### src/rtl/cc21_pkg.sv
package cc21_pkg;
    localparam int RUNIN_BITS = 14;
    localparam int START_BITS = 3;
    localparam int DATA_BITS  = 7;
    localparam int BYTE_BITS  = DATA_BITS + 1;
    localparam int FRAME_BITS = RUNIN_BITS + START_BITS + 2 * BYTE_BITS;
    localparam int BIDX_W     = $clog2(FRAME_BITS);
    localparam logic [START_BITS-1:0] START_CODE = 3'b100; // sent LSB first: 0,0,1

    function automatic logic odd_par(input logic [DATA_BITS-1:0] v);
        return ~(^v);
    endfunction
endpackage

### src/rtl/cc21_field_gate.sv
module cc21_field_gate (
    input  logic [1:0] mode,
    input  logic       field_even,
    output logic       enable
);
    always_comb begin
        enable = field_even ? mode[1] : mode[0];
    end
endmodule

### src/rtl/cc21_line_edge.sv
module cc21_line_edge #(
    parameter int LINE_W = 10
) (
    input  logic [LINE_W-1:0] line_now,
    input  logic [LINE_W-1:0] line_prev,
    input  logic              seen,
    output logic              new_line
);
    always_comb begin
        new_line = !seen || (line_now != line_prev);
    end
endmodule

### src/rtl/cc21_frame_pack.sv
module cc21_frame_pack
    import cc21_pkg::*;
(
    input  logic [DATA_BITS-1:0]  first_b,
    input  logic [DATA_BITS-1:0]  second_b,
    output logic [FRAME_BITS-1:0] frame
);
    localparam int A_LO = RUNIN_BITS + START_BITS;
    localparam int B_LO = A_LO + BYTE_BITS;

    for (genvar g = 0; g < RUNIN_BITS; g++) begin : g_runin
        assign frame[g] = ((g % 2) == 0) ? 1'b1 : 1'b0;
    end

    assign frame[RUNIN_BITS +: START_BITS] = START_CODE;
    assign frame[A_LO +: DATA_BITS]        = first_b;
    assign frame[A_LO + DATA_BITS]         = odd_par(first_b);
    assign frame[B_LO +: DATA_BITS]        = second_b;
    assign frame[B_LO + DATA_BITS]         = odd_par(second_b);
endmodule

### src/rtl/cc21_inserter.sv
module cc21_inserter
    import cc21_pkg::*;
#(
    parameter int LINE_W  = 10,
    parameter int CC_LINE = 21,
    parameter int DIV_W   = 8,
    parameter int OFS_W   = 10
) (
    input  logic              clk,
    input  logic              rst_n,
    input  logic              smp_stb,
    input  logic [LINE_W-1:0] line_num,
    input  logic              field_even,
    input  logic [1:0]        cc_mode,
    input  logic [6:0]        byte_a,
    input  logic [6:0]        byte_b,
    input  logic [DIV_W-1:0]  bit_period,
    input  logic [OFS_W-1:0]  start_ofs,
    output logic              cc_data,
    output logic              cc_gate,
    output logic              cc_taken
);
    localparam int SC_W = OFS_W + 1;
    localparam logic [SC_W-1:0]   SC_MAX   = '1;
    localparam logic [LINE_W-1:0] LINE_SEL = LINE_W'(CC_LINE);
    localparam logic [BIDX_W-1:0] LAST_BIT = BIDX_W'(FRAME_BITS - 1);

    typedef struct packed {
        logic [LINE_W-1:0]    line;
        logic                 seen;
        logic [SC_W-1:0]      samp;
        logic                 armed;
        logic                 tx;
        logic [BIDX_W-1:0]    bidx;
        logic [DIV_W-1:0]     div;
        logic [DATA_BITS-1:0] sh_a;
        logic [DATA_BITS-1:0] sh_b;
        logic                 data;
        logic                 gate;
        logic                 taken;
    } st_t;

    st_t st_d, st_q;

    logic                  field_ok;
    logic                  new_line;
    logic                  load_sh;
    logic [DATA_BITS-1:0]  nx_a, nx_b;
    logic [FRAME_BITS-1:0] frame;
    logic [DIV_W-1:0]      per_m1;

    cc21_field_gate u_fgate (
        .mode       (cc_mode),
        .field_even (field_even),
        .enable     (field_ok)
    );

    cc21_line_edge #(.LINE_W(LINE_W)) u_ledge (
        .line_now  (line_num),
        .line_prev (st_q.line),
        .seen      (st_q.seen),
        .new_line  (new_line)
    );

    assign load_sh = smp_stb && new_line && field_ok && (line_num == LINE_SEL);
    assign nx_a    = load_sh ? byte_a : st_q.sh_a;
    assign nx_b    = load_sh ? byte_b : st_q.sh_b;
    assign per_m1  = (bit_period == '0) ? '0 : bit_period - 1'b1;

    cc21_frame_pack u_pack (
        .first_b  (nx_a),
        .second_b (nx_b),
        .frame    (frame)
    );

    always_comb begin
        st_d       = st_q;
        st_d.taken = 1'b0;
        st_d.sh_a  = nx_a;
        st_d.sh_b  = nx_b;
        if (smp_stb) begin
            st_d.line = line_num;
            st_d.seen = 1'b1;
            if (new_line) begin
                st_d.samp  = '0;
                st_d.armed = load_sh;
                st_d.tx    = 1'b0;
            end else if (st_q.samp != SC_MAX) begin
                st_d.samp = st_q.samp + 1'b1;
            end

            if (st_d.armed && (st_d.samp == {1'b0, start_ofs})) begin
                st_d.armed = 1'b0;
                st_d.tx    = 1'b1;
                st_d.bidx  = '0;
                st_d.div   = '0;
            end else if (st_q.tx && !new_line) begin
                if (st_q.div >= per_m1) begin
                    st_d.div = '0;
                    if (st_q.bidx == LAST_BIT) begin
                        st_d.tx    = 1'b0;
                        st_d.taken = 1'b1;
                    end else begin
                        st_d.bidx = st_q.bidx + 1'b1;
                    end
                end else begin
                    st_d.div = st_q.div + 1'b1;
                end
            end

            st_d.gate = st_d.tx;
            st_d.data = st_d.tx ? frame[st_d.bidx] : 1'b0;
        end
    end

    always_ff @(posedge clk) begin
        if (!rst_n) begin
            st_q <= '0;
        end else begin
            st_q <= st_d;
        end
    end

    assign cc_data  = st_q.data;
    assign cc_gate  = st_q.gate;
    assign cc_taken = st_q.taken;
endmodule

### config.mk
export PLATFORM = sky130hd
export DESIGN_NAME = cc21_inserter
export DESIGN_NICKNAME = d
export VERILOG_FILES = /design/src/rtl/cc21_pkg.sv /design/src/rtl/cc21_field_gate.sv /design/src/rtl/cc21_line_edge.sv /design/src/rtl/cc21_frame_pack.sv /design/src/rtl/cc21_inserter.sv
export SDC_FILE = /design/constraint.sdc
export NUM_CORES = 1
export LEC_CHECK = 0
export BUFFER_PORTS_ARGS = -buffer_cell sky130_fd_sc_hd__buf_2
export CAP_MARGIN = 20
export CORE_MARGIN = 4
export CORE_UTILIZATION = 25
export DETAILED_ROUTE_END_ITERATION = 6
export PLACE_DENSITY = 0.39
export RECOVER_POWER = 50
export SKIP_CTS_REPAIR_TIMING = 1
export SLEW_MARGIN = 20
export SYNTH_ARGS = -nofsm -noshare
export SYNTH_HDL_FRONTEND = slang
export SYNTH_SLANG_ARGS = --single-unit
### constraint.sdc
create_clock -name clk -period 10.05 [get_ports clk]
set_input_delay 0.5025 -clock clk [delete_from_list [all_inputs] [get_ports clk]]
set_output_delay 0.5025 -clock clk [all_outputs]
set_load 0.1 [all_outputs]
==> reports/qor.txt <==
Global-route usage over all layers: 12.5%
First-pass GRT wire length: 20.1 mm
Clock slew at reported path FFs: 0.07 ns
Root buf cell: clkbuf_16
Row Count: 47
Synth warn: 0
Register area share after synthesis: 25.2%
CTS tree: yes
Startpoint Class: input pin
H-tree levels: 2
Synthesized area: 4290 µm²
Post-synth top flop: dfxtp_1
# setup viols final: 0
# IOs: 51
GP Congestion: 0.787
DR DRC count: 0
Yosys reg bits: 54
Critical path type: input pin to flip-flop
PortBufs: 50
Final setup TNS: 0 ns
WL final: 11.8 mm
Run status: finished, violations left
Worst-path fanout max: 38
Synth unique cells: 78
Final total power: 0.483 mW
Synth area leaders: dfxtp_1, mux2i_1, xnor2_1, nand2_1, nor2b_1
Crit share post-route: 61.6%
Vias per Instance: 4.98
PwrDens: 98.4 nW/µm²
Share of cells above drive strength 1: 16.9%
Nets: 616
Worst-case clock buffer depth: 2
RSZ-0062 raised after global routing: false
Crit path arrival time: 6.44 ns
Critical Path RT: 10.30 ns
Async S/R FF share, synth: 0%
Vias in the first global route: 3954
Initial antenna violation count: 0
Synth-to-layout area growth: 14.4%
CTS Sinks: 54
Synth area leader: dfxtp_1
Wire per inst: 15.3 µm
Post-route ant nets: 0
First-pass DRT Iterations: 5
Max-slew headroom: -47.2%
Clock Skew: 0.00730 ns
Post-synth EDFFs: 0
CP Capture Type: flip-flop
Hold/Removal Path Class: flip-flop to flip-flop
Syn Nets: 573
Max-slew violation count: 90
HPWL after DPL: 8.85 mm
Gr ovfl total: 0
ANT cells: 0
Die W: 139 µm
Leak pwr: 1.80 nW
Number of CTS-inserted buffers: 5
Iteration-0 DRC Markers: 185
Final critical-path required period: 6.19 ns
Achievable Freq: 162 MHz
Worst-margin pin slew: 2.21 ns
Starting Density: 25.7%
Syn Inst Count: 512
Die H: 139 µm
Synth top area share: 25.2%
Clk_lat worst skew: 0.31 ns
Vias: 3868
Pin count of the biggest net entering global routing: 51
Max rail drop VDD: 0.0549 mV
Die Area: 19300 µm²
Max cap viols: 2
Hold Vio Cnt, Final: 0
Avg Inst Size Synth: 8.37 µm²
Core Area: 16700 µm²
Failing checks: max-capacitance violations, max-slew violations
## placed cells by master, fill, tap and decap left out, types with 3 or more instances in the layout
cell        n
clkbuf_1    6
clkbuf_16   5
a22oi_1     3
nand3_1    23
nor2_1     23
a21oi_1    16
a21o_1      5
o21ai_0    20
nor2b_1    29
nand2_1    51
nand2b_1    8
a31oi_1     4
and4_1      3
and3_1     11
a21boi_0   20
mux2i_1    35
xor2_1     14
a22o_1      4
ha_1       13
nor3_1     12
nand4_1    17
buf_2      46
mux2_2      8
nor4_1      4
xnor2_1    34
dfxtp_1    54
inv_1      12
a2111oi_0   3
a211oi_1    5
nand3b_1    5
or2_2       3
## cells in the mapped netlist, types with 10 or more instances
cell type and n:
dfxtp_1 54, nand2_1 51, mux2i_1 35, xnor2_1 34
nor2b_1 30, nand3_1 23, nor2_1 23, a21boi_0 20
o21ai_0 20, nand4_1 17, a21oi_1 16, xor2_1 14
ha_1 13, inv_1 12, nor3_1 12, and3_1 11
clkbuf_1 10
## worst max-delay path: stages
cell       delay [ns]
buf_2            0.08
clkbuf_1         1.56
clkinv_1         1.30
nor4_1           0.45
and3_1           0.23
nor2b_2          0.14
clkbuf_1         1.00
nor2_1           0.12
a21oi_1          0.21
a31oi_1          0.10
a2111oi_0        0.51
o22a_1           0.19
## final timing paths
check                           slack (ns)     start       end  depth (start not counted)
worst max-delay path                  3.86   smp_stb   cc_data                         12
worst min-delay path                  0.49  st_q[44]  st_q[44]                          1
worst max register to register        6.47  st_q[33]  st_q[17]                         11
worst min register to register        0.49  st_q[44]  st_q[44]                          1
## sequential cells by signal (all words and copies together), names as in the netlist
signal,count
cc_taken,1
cc_gate,1
cc_data,1
st_q,51
## cell families (layout without fill, tap and decap cells)
kind of cell	count (synthesis)	after routing	synth area share [%]
buf+inv	30	74	3.09
mux	44	44	10.8
flops	54	54	25.2
simple gates	215	215	28.9
compound gates	107	107	18.0
xor+xnor	49	49	10.2
fa+ha+maj	13	13	3.79
## layer usage
metal / up-vias / global-route usage, % / part of all wire (%)
li1: 1964 / - / -
met1: 1836 / 16.5 / 50
met2: 58 / 20.7 / 46
met3: 10 / 2.79 / 3.0
met4: 0 / 2.88 / 1.4
met5: - / 0 / 0
## cell type report
type | count | area, µm²
clock buffers | 5 | 125
clock inverters | 3 | 40.0
fillers | 1845 | 11800
inverters | 13 | 48.8
multi-input cells | 428 | 3080
flip-flops and latches | 54 | 1080
well taps | 220 | 275
repair buffers | 53 | 260
## through the flow
| step | setup WS (ns) | cells | hold WS, ns | utilization [%] | cell area (µm²) |
|---|---|---|---|---|---|
| after floorplan | 5.98 | 512 | 0.441 | - | 4290 |
| final | 3.86 | 776 | 0.493 | 29.4 | 4910 |
| after global placement | 5.28 | 768 | 0.469 | 28.5 | 4750 |
| after detailed placement | 5.09 | 768 | 0.473 | 28.5 | 4750 |
| after global routing | 3.33 | 776 | 0.509 | 29.4 | 4910 |
| after CTS | 5.38 | 776 | 0.487 | 29.5 | 4920 |
## where the power goes
| group | switching (mW) | internal, mW |
|---|---|---|
| sequential | 0.00176 | 0.216 |
| combinational | 0.0339 | 0.0285 |
| clock | 0.0854 | 0.117 |
| total | 0.121 | 0.362 |
Note: power is estimated with default switching activity, not from simulation.
